$ cat src/rtl/pidf_pkg.sv
package pidf_pkg;
  localparam int PID_W = 13;
  localparam int IDX_W = 3;
  localparam int WR_W  = PID_W + IDX_W + 1;

  // Index codes with both upper bits set mark a slot as inactive.
  function automatic logic idx_is_off(input logic [IDX_W-1:0] code);
    return &code[IDX_W-1:IDX_W-2];
  endfunction
endpackage

$ cat src/rtl/pidf_regs.sv
module pidf_regs
  import pidf_pkg::*;
#(
  parameter int NUM_SLOTS = 6,
  parameter int ADDR_W    = 4
) (
  input  logic              clk,
  input  logic              rst_n,
  input  logic              wr_en,
  input  logic [ADDR_W-1:0] wr_addr,
  input  logic [WR_W-1:0]   wr_data,
  output logic [PID_W-1:0]  pid_q  [NUM_SLOTS],
  output logic [IDX_W-1:0]  idx_q  [NUM_SLOTS],
  output logic              pes_q  [NUM_SLOTS],
  output logic [PID_W-1:0]  mask_q,
  output logic              dflt_q
);
  localparam logic [ADDR_W-1:0] MASK_ADDR = ADDR_W'(NUM_SLOTS);
  localparam logic [ADDR_W-1:0] DFLT_ADDR = ADDR_W'(NUM_SLOTS + 1);

  for (genvar s = 0; s < NUM_SLOTS; s++) begin : g_slot
    always_ff @(posedge clk or negedge rst_n) begin
      if (!rst_n) begin
        pid_q[s] <= '0;
        idx_q[s] <= '1;
        pes_q[s] <= 1'b0;
      end else if (wr_en && wr_addr == ADDR_W'(s)) begin
        pid_q[s] <= wr_data[PID_W-1:0];
        idx_q[s] <= wr_data[PID_W+IDX_W-1:PID_W];
        pes_q[s] <= wr_data[WR_W-1];
      end
    end
  end

  always_ff @(posedge clk or negedge rst_n) begin
    if (!rst_n) begin
      mask_q <= '1;
      dflt_q <= 1'b0;
    end else if (wr_en) begin
      if (wr_addr == MASK_ADDR) mask_q <= wr_data[PID_W-1:0];
      if (wr_addr == DFLT_ADDR) dflt_q <= wr_data[0];
    end
  end
endmodule

$ cat src/rtl/pidf_cmp.sv
module pidf_cmp
  import pidf_pkg::*;
#(
  parameter int NUM_SLOTS = 6
) (
  input  logic [PID_W-1:0]     pid,
  input  logic [PID_W-1:0]     pid_q [NUM_SLOTS],
  input  logic [IDX_W-1:0]     idx_q [NUM_SLOTS],
  input  logic [PID_W-1:0]     mask_q,
  output logic [NUM_SLOTS-1:0] hit_vec
);
  for (genvar s = 0; s < NUM_SLOTS; s++) begin : g_cmp
    logic [PID_W-1:0] care;
    if (s == NUM_SLOTS - 1) begin : g_wild
      assign care = mask_q;
    end else begin : g_exact
      assign care = '1;
    end
    assign hit_vec[s] = !idx_is_off(idx_q[s]) && (((pid ^ pid_q[s]) & care) == '0);
  end
endmodule

$ cat src/rtl/pidf_prio.sv
module pidf_prio #(
  parameter int NUM_SLOTS = 6,
  parameter int SLOT_W    = $clog2(NUM_SLOTS)
) (
  input  logic [NUM_SLOTS-1:0] vec,
  output logic                 any,
  output logic [SLOT_W-1:0]    win
);
  always_comb begin
    win = '0;
    for (int i = NUM_SLOTS - 1; i >= 0; i--) begin
      if (vec[i]) win = SLOT_W'(i);
    end
    any = |vec;
  end
endmodule

$ cat src/rtl/pidf_key_select.sv
module pidf_key_select
  import pidf_pkg::*;
#(
  parameter int NUM_SLOTS = 6,
  parameter int ADDR_W    = 4,
  localparam int SLOT_W   = $clog2(NUM_SLOTS)
) (
  input  logic              clk,
  input  logic              rst_n,
  input  logic              wr_en,
  input  logic [ADDR_W-1:0] wr_addr,
  input  logic [WR_W-1:0]   wr_data,
  input  logic              in_valid,
  output logic              in_ready,
  input  logic [PID_W-1:0]  in_pid,
  output logic              res_valid,
  input  logic              res_ready,
  output logic              res_hit,
  output logic              res_dcw,
  output logic [SLOT_W-1:0] res_slot,
  output logic [IDX_W-1:0]  res_cwpi,
  output logic              res_pes
);
  logic [PID_W-1:0]     pid_q [NUM_SLOTS];
  logic [IDX_W-1:0]     idx_q [NUM_SLOTS];
  logic                 pes_q [NUM_SLOTS];
  logic [PID_W-1:0]     mask_q;
  logic                 dflt_q;
  logic [NUM_SLOTS-1:0] hit_vec;
  logic                 any_hit;
  logic [SLOT_W-1:0]    win;

  pidf_regs #(.NUM_SLOTS(NUM_SLOTS), .ADDR_W(ADDR_W)) u_regs (
    .clk(clk), .rst_n(rst_n), .wr_en(wr_en), .wr_addr(wr_addr), .wr_data(wr_data),
    .pid_q(pid_q), .idx_q(idx_q), .pes_q(pes_q), .mask_q(mask_q), .dflt_q(dflt_q)
  );

  pidf_cmp #(.NUM_SLOTS(NUM_SLOTS)) u_cmp (
    .pid(in_pid), .pid_q(pid_q), .idx_q(idx_q), .mask_q(mask_q), .hit_vec(hit_vec)
  );

  pidf_prio #(.NUM_SLOTS(NUM_SLOTS), .SLOT_W(SLOT_W)) u_prio (
    .vec(hit_vec), .any(any_hit), .win(win)
  );

  logic              nx_hit, nx_dcw, nx_pes;
  logic [SLOT_W-1:0] nx_slot;
  logic [IDX_W-1:0]  nx_cwpi;

  always_comb begin
    nx_hit  = dflt_q | any_hit;
    nx_dcw  = dflt_q;
    nx_slot = '0;
    nx_cwpi = '0;
    nx_pes  = 1'b0;
    if (!dflt_q && any_hit) begin
      nx_slot = win;
      nx_cwpi = idx_q[win];
      nx_pes  = pes_q[win];
    end
  end

  assign in_ready = !res_valid || res_ready;

  always_ff @(posedge clk or negedge rst_n) begin
    if (!rst_n) begin
      res_valid <= 1'b0;
      res_hit   <= 1'b0;
      res_dcw   <= 1'b0;
      res_slot  <= '0;
      res_cwpi  <= '0;
      res_pes   <= 1'b0;
    end else if (in_valid && in_ready) begin
      res_valid <= 1'b1;
      res_hit   <= nx_hit;
      res_dcw   <= nx_dcw;
      res_slot  <= nx_slot;
      res_cwpi  <= nx_cwpi;
      res_pes   <= nx_pes;
    end else if (res_ready) begin
      res_valid <= 1'b0;
    end
  end
endmodule

$ cat config.mk
export PLATFORM = sky130hd
export DESIGN_NAME = pidf_key_select
export DESIGN_NICKNAME = d
export VERILOG_FILES = /design/src/rtl/pidf_pkg.sv /design/src/rtl/pidf_regs.sv /design/src/rtl/pidf_cmp.sv /design/src/rtl/pidf_prio.sv /design/src/rtl/pidf_key_select.sv
export SDC_FILE = /design/constraint.sdc
export NUM_CORES = 1
export LEC_CHECK = 0
export BUFFER_PORTS_ARGS = -buffer_cell sky130_fd_sc_hd__clkbuf_2
export CAP_MARGIN = 10
export CELL_PAD_IN_SITES_DETAIL_PLACEMENT = 0
export CELL_PAD_IN_SITES_GLOBAL_PLACEMENT = 1
export CORE_MARGIN = 2
export CORE_UTILIZATION = 49
export DETAILED_ROUTE_END_ITERATION = 12
export MAX_ROUTING_LAYER = met4
export PLACE_DENSITY_LB_ADDON = 0.05
export SLEW_MARGIN = 30
export SYNTH_ARGS = -nofsm -noshare
export SYNTH_HDL_FRONTEND = slang
export SYNTH_SLANG_ARGS = --single-unit
$ cat constraint.sdc
create_clock -name clk -period 3.2 [get_ports clk]
set_clock_uncertainty 0.15 [all_clocks]
set_input_delay 0.16 -clock clk [delete_from_list [all_inputs] [get_ports clk]]
set_output_delay 0.16 -clock clk [all_outputs]
set_load 0.01 [all_outputs]
==> results.cfg, run 1 <==
[setup_path]
end_kind = register
critPathRequiredTime_ns = 3.33
cp.arrival_ns = 2.93
path_max_fanout = 7
crit_type = reg -> reg
start_kind = register

[timing]
fin_ws_ns = 0.399
worst_slew_pin_slew_ns = 0.838
hold_viol_final = 0
finalSetupViolCount = 0
rsz0062_at_grt = no
slew_viol_final = 0
period_minus_slack_ns = 2.80
timing.slew.headroom_pct = 44.1
max_freq_ghz = 0.357
min_period_over_period_pct = 87.5
fin_setup_tns_ns = 0

[cells_and_area]
final_core_util_pct = 60.4
nFillCells = 976
final_cell_area_mm2 = 0.00728
areaGrowthSynthToFinish_pct = 19.8
antennaDiodeCount = 0
nets = 563
layout-drive-gt1-share_pct = 46.0

[placed_design]
port_buffers = 49
dp_slack_ns = 0.390
dpl_cell_area_mm2 = 0.00646
gp_congestion = 0.797
dp_hpwl_um = 9500

[cts]
h-tree-depth = 4
cts.root.buffer_cell = clkbuf_16
numCtsBuffers = 17
cts_tree = yes
cts_num_sinks = 126
clock_latency_ns = 0.42
cts_resized = 0
clock_path_buffers = 2
clk_pin_slew_worst_paths_ns = 0.06

[power_and_ir_drop]
p_clk_share_pct = 38.6
total_power_w = 0.00521
p_per_area_mw_per_mm2 = 715
power_switching_w = 0.00133
swShare_pct = 25.6
intPower_w = 0.00388
ir_drop_v = 0.000501
p_leak_nw = 3.12
power_frac_comb_pct = 17.9
seqPwrFrac_pct = 43.5

[logic_synthesis]
syn_avg_cell_area_um2 = 13.5
ys_types = 44
async_flop_share_pct = 100
ys_ff_latch = 126
yosys.area.top_type = dfrtp_1
synth_edf_count = 0
netlist_area_mm2 = 0.00608
yosys-top-cells-area = dfrtp_1 (39%), mux2_2 (22%), dfstp_2 (13%)
ys_warn_count = 0
synth-seq-area-share_pct = 52.5
synth_top_flop_cell = dfrtp_1
synth_fp_nets = 491
synth_top_cell_area_share_pct = 39.1
netlist_instances = 452

[route]
via_per_inst = 5.36
firstDrtPassIters = 4
drtAntennaViolNets = 0
vias = 3780
drcViolationCount = 0
routed_wl_um = 14000
wl_per_cell_um = 19.8
initialDrtViolationCount = 230

[global_routing]
grt_pass1_vias = 3918
grt_usage_pct = 24.3
grt_pass1_wl_um = 22500
gr-total-overflow = 0
antenna_found_initial = 0
grt_max_degree = 65

[die]
top_level_ports = 50
initial_core_util_pct = 50.4
coreArea_mm2 = 0.0121
dieWidth_um = 115
die_area_mm2 = 0.0133
rows = 40
die_h_um = 115

[hold_path]
min_path_type = in -> reg

[outcome]
outcome = completed

[run]
max_cap_violations = 0
## state kept, by name, summed over array words and instances (netlist names), 3 cells and up
signal	count
res_cwpi	3
res_slot	3
u_regs.idx_q	18
u_regs.mask_q	13
u_regs.pes_q	6
u_regs.pid_q	78
## stage by stage
| stage | hold WS (ns) | instances |
|---|---|---|
| floorplan | -0.286 | 452 |
| global placement | 0.145 | 653 |
| detailed placement | 0.166 | 653 |
| CTS | 0.0601 | 705 |
| global route | 0.0933 | 705 |
| finish | 0.0793 | 705 |
## cell usage after synthesis, types with 4 or more instances
cell / number
dfstp_2: 31
xor2_1: 50
xnor2_1: 26
buf_2: 5
mux2_2: 117
nand3b_1: 7
dfrtp_1: 95
nor4_1: 9
nand4_1: 8
nor2_1: 6
a21oi_1: 4
inv_1: 5
nand2_1: 16
clkbuf_1: 10
a22oi_1: 7
o221ai_1: 4
buf_6: 6
mux2i_1: 4
## power by group through the flow
stage                     Clock (W)  Sequential, W  Combinational, W
after floorplan                   0        0.00224          0.000660
after global placement            0        0.00228          0.000906
after detailed placement          0        0.00229          0.000925
after CTS                   0.00206        0.00227          0.000951
after global routing        0.00214        0.00232           0.00103
final                       0.00201        0.00227          0.000932
## worst max-delay path, cell delays in order (launching register included)
cell,delay (ns)
dfrtp_1,0.38
xor2_1,0.14
nor4_1,0.45
nand2_1,0.16
a2111oi_4,0.54
nand2b_2,0.13
a31oi_4,0.35
mux2i_1,0.24
o211ai_1,0.12
## cell usage in the layout (no fill, tap or decap), types with 2 or more instances in the layout
cell type / synthesis / layout
mux2_2: 117 / 117
dfrtp_1: 95 / 95
xor2_1: 50 / 50
clkbuf_2: 0 / 48
dfstp_2: 31 / 31
xnor2_1: 26 / 26
dlygate4sd3_1: 0 / 20
clkbuf_16: 0 / 17
nand2_1: 16 / 16
buf_4: 3 / 10
nor4_1: 9 / 9
nand4_1: 8 / 8
nand3b_1: 7 / 7
a22oi_1: 7 / 7
nor2_1: 6 / 6
clkbuf_8: 0 / 6
inv_1: 5 / 5
o221ai_1: 4 / 4
a21oi_1: 4 / 4
mux2i_1: 4 / 4
clkbuf_1: 10 / 4
nand2b_1: 3 / 3
nand3_1: 3 / 3
a31oi_1: 3 / 3
o211ai_1: 3 / 3
bufinv_16: 0 / 3
a2111oi_4: 2 / 2
or2_2: 2 / 2
a221o_1: 2 / 2
and2_1: 2 / 2
nor3b_2: 0 / 2
clkinv_2: 0 / 2
## layout make-up
cell class                      instances  area [um2]  area share, %
Clock inverter                          5         100           1.37
Sequential cell                       126        3190           43.8
Timing Repair Buffer                   78         515           7.08
Inverter                                5        18.8          0.258
Tap cell                              168         210           2.89
Multi-Input combinational cell        296        2720           37.4
Clock buffer                           27         523           7.18
## path summary, 6_finish.rpt
check	startpoint	slack (ns)	depth (start not counted)	endpoint
setup / recovery	u_regs.pid_q[32]	0.40	8	res_cwpi[0]
hold / removal	wr_addr[1]	0.08	4	u_regs.dflt_q
setup reg to reg	u_regs.pid_q[32]	0.40	8	res_cwpi[0]
hold reg to reg	res_slot[2]	0.32	2	res_slot[2]
max in group asynchronous	rst_n	1.73	3	u_regs.mask_q[12]
min in group asynchronous	rst_n	0.24	2	u_regs.pid_q[0]
## kinds of logic after synthesis
logic type	synth area share [%]
DFF	52.5
xor gates and xnor gates	10.9
buffers and inverters	2.88
AOI/OAI and AO/OA	5.19
and+or+nand+nor	6.15
muxes	22.3
## routing by layer
layer | global-route usage [%] | share of wire, % | vias to the layer above
li1 | - | - | 1756
met4 | 7.79 | 1.4 | 0
met3 | 5.69 | 4.3 | 16
met2 | 35.9 | 47 | 78
met1 | 33.2 | 47 | 1930
met5 | - | 0 | -
## what timing repair did
action,4_1_cts,5_1_grt
buffers inserted,0,0
endpoints found under the hold margin,169,0
hold buffers,20,0
(Power assumes the default switching activity.)
==> inputs of run 2 (changes only) <==
Settings changed: CORE_ASPECT_RATIO set to 1.1.
==> results.cfg, run 2 (same netlist as run 1, synthesis figures left out) <==
[cts]
clock_latency_ns = 0.42
cts.root.buffer_cell = clkbuf_16
hold_buffers = 20
cts_resized = 0
postCtsSetupRepairBufs = 0
numCtsBuffers = 17
clock_path_buffers = 2
h-tree-depth = 4
cts_num_sinks = 126
cts_tree = yes
clk_pin_slew_worst_paths_ns = 0.06

[timing]
finalSetupViolCount = 0
min_period_over_period_pct = 89.4
period_minus_slack_ns = 2.86
slew_viol_final = 0
worst_slew_pin_slew_ns = 0.660
hold_viol_final = 0
rsz0062_at_grt = no
timing.slew.headroom_pct = 56.0
fin_setup_tns_ns = 0
max_freq_ghz = 0.349

[setup_path]
critPathRequiredTime_ns = 3.34
timing.rr.end = res_pes
slowest_stage = a2111oi_4
path_cells = xor2_1 > nor4_1 > nand2_1 > a2111oi_4 > nand2b_2 > a31oi_4 > mux2i_1 > o211ai_2
crit_type = reg -> reg
end_kind = register
reg2reg_depth = 8
ff2ff_setup_slack_ns = 0.34
cp.arrival_ns = 3.01
critical_path.max_stage_delay_ns = 0.54
path_max_fanout = 7
start_kind = register
r2r-start = u_regs.pid_q[32]

[global_routing]
gr-total-overflow = 0
grt_usage_pct = 23.4
top_usage_layer = met2
grtUsageMet2_pct = 38.4
use_met1_pct = 28.9
grt_pass1_vias = 3934
grt_max_degree = 78
grt_use_met3_pct = 4.53
grt_pass1_wl_um = 21700
antenna_found_initial = 0

[cells_and_area]
nFillCells = 980
fin_cells = 691
antennaDiodeCount = 0
areaGrowthSynthToFinish_pct = 20.3
layout_common_cells = mux2_2 (117), dfrtp_1 (95), xor2_1 (50)
layout-drive-gt1-share_pct = 46.6
layout_commonest_cell = mux2_2
regMostFlops = u_regs.pid_q
reg_top3 = u_regs.pid_q x78, u_regs.idx_q x18, u_regs.mask_q x13
nets = 563
largest_reg_flops = 78

[die]
top_level_ports = 50
coreArea_mm2 = 0.0121
die_area_mm2 = 0.0133
initial_core_util_pct = 50.3
rows = 42
die_h_um = 121
dieWidth_um = 110

[power_and_ir_drop]
ir_drop_v = 0.000434
swShare_pct = 25.9
p_clk_share_pct = 39.8
p_per_area_mw_per_mm2 = 726
power_frac_comb_pct = 17.5
seqPwrFrac_pct = 42.7
power_switching_w = 0.00138
intPower_w = 0.00393
p_leak_nw = 3.13

[hold_path]
hold_path.startpoint = wr_addr[1]
hold_end = u_regs.dflt_q
hold_depth = 4
min_path_type = in -> reg

[route]
via_per_inst = 5.45
wl_per_cell_um = 20.2
vias = 3765
initialDrtViolationCount = 103
firstDrtPassIters = 6
drtAntennaViolNets = 0
routed_wl_um = 14000
drcViolationCount = 0

[run]
max_cap_violations = 0

[outcome]
outcome = completed

[placed_design]
gp_congestion = 0.778
dp_hpwl_um = 9670
dpl.cell_count = 638
port_buffers = 49
run 2: worst max path at each step:
stage / slack [ns] / end / startpoint
floorplan: 0.88 / res_pes / u_regs.pid_q[27]
global placement: 0.40 / res_pes / in_pid[6]
detailed placement: 0.38 / res_pes / in_pid[6]
CTS: 0.36 / res_pes / u_regs.pid_q[32]
global route: 0.18 / res_pes / u_regs.pid_q[32]
finish: 0.34 / res_pes / u_regs.pid_q[32]
run 2: cell type report:
class | instances | area (um2) | area share [%]
Timing Repair Buffer | 78 | 532 | 7.27
Multi-Input combinational cell | 296 | 2720 | 37.2
Tap cell | 154 | 193 | 2.64
Sequential cell | 126 | 3190 | 43.7
Clock inverter | 14 | 215 | 2.94
Inverter | 5 | 18.8 | 0.257
Clock buffer | 18 | 439 | 6.01
run 2: per-stage QoR:
| stage | total power [W] | util, % | cell area, um2 | worst slack [ns] | hold slack [ns] |
|---|---|---|---|---|---|
| 2_1_floorplan | 0.00290 | - | 6080 | 0.877 | -0.286 |
| 3_3_place_gp | 0.00318 | 53.3 | 6450 | 0.404 | 0.0817 |
| 3_5_place_dp | 0.00322 | 53.3 | 6450 | 0.378 | 0.0854 |
| 4_1_cts | 0.00537 | 60.4 | 7300 | 0.357 | 0.0640 |
| 5_1_grt | 0.00556 | 60.5 | 7310 | 0.180 | 0.0966 |
| 6_report | 0.00531 | 60.5 | 7310 | 0.338 | 0.0796 |
run 2: per-layer routing:
metal | part of all wire [%] | vias to the layer above
met5 | 0 | -
met4 | 2.1 | 0
met3 | 2.7 | 22
met2 | 51 | 58
met1 | 44 | 1928
li1 | - | 1757
run 2: power by group through the flow:
stage / clock network (W) / logic, W / registers, W
3_3_place_gp: 0 / 0.000904 / 0.00228
5_1_grt: 0.00222 / 0.00102 / 0.00231
2_1_floorplan: 0 / 0.000660 / 0.00224
6_report: 0.00211 / 0.000931 / 0.00227
3_5_place_dp: 0 / 0.000924 / 0.00229
4_1_cts: 0.00215 / 0.000948 / 0.00227
run 2: critical path: cells and delay by family, from the launching register on:
kind,cells,cell delay [ns]
flops,1,0.38
simple gates,3,0.84
compound gates,3,0.95
mux,1,0.27
xor+xnor,1,0.15
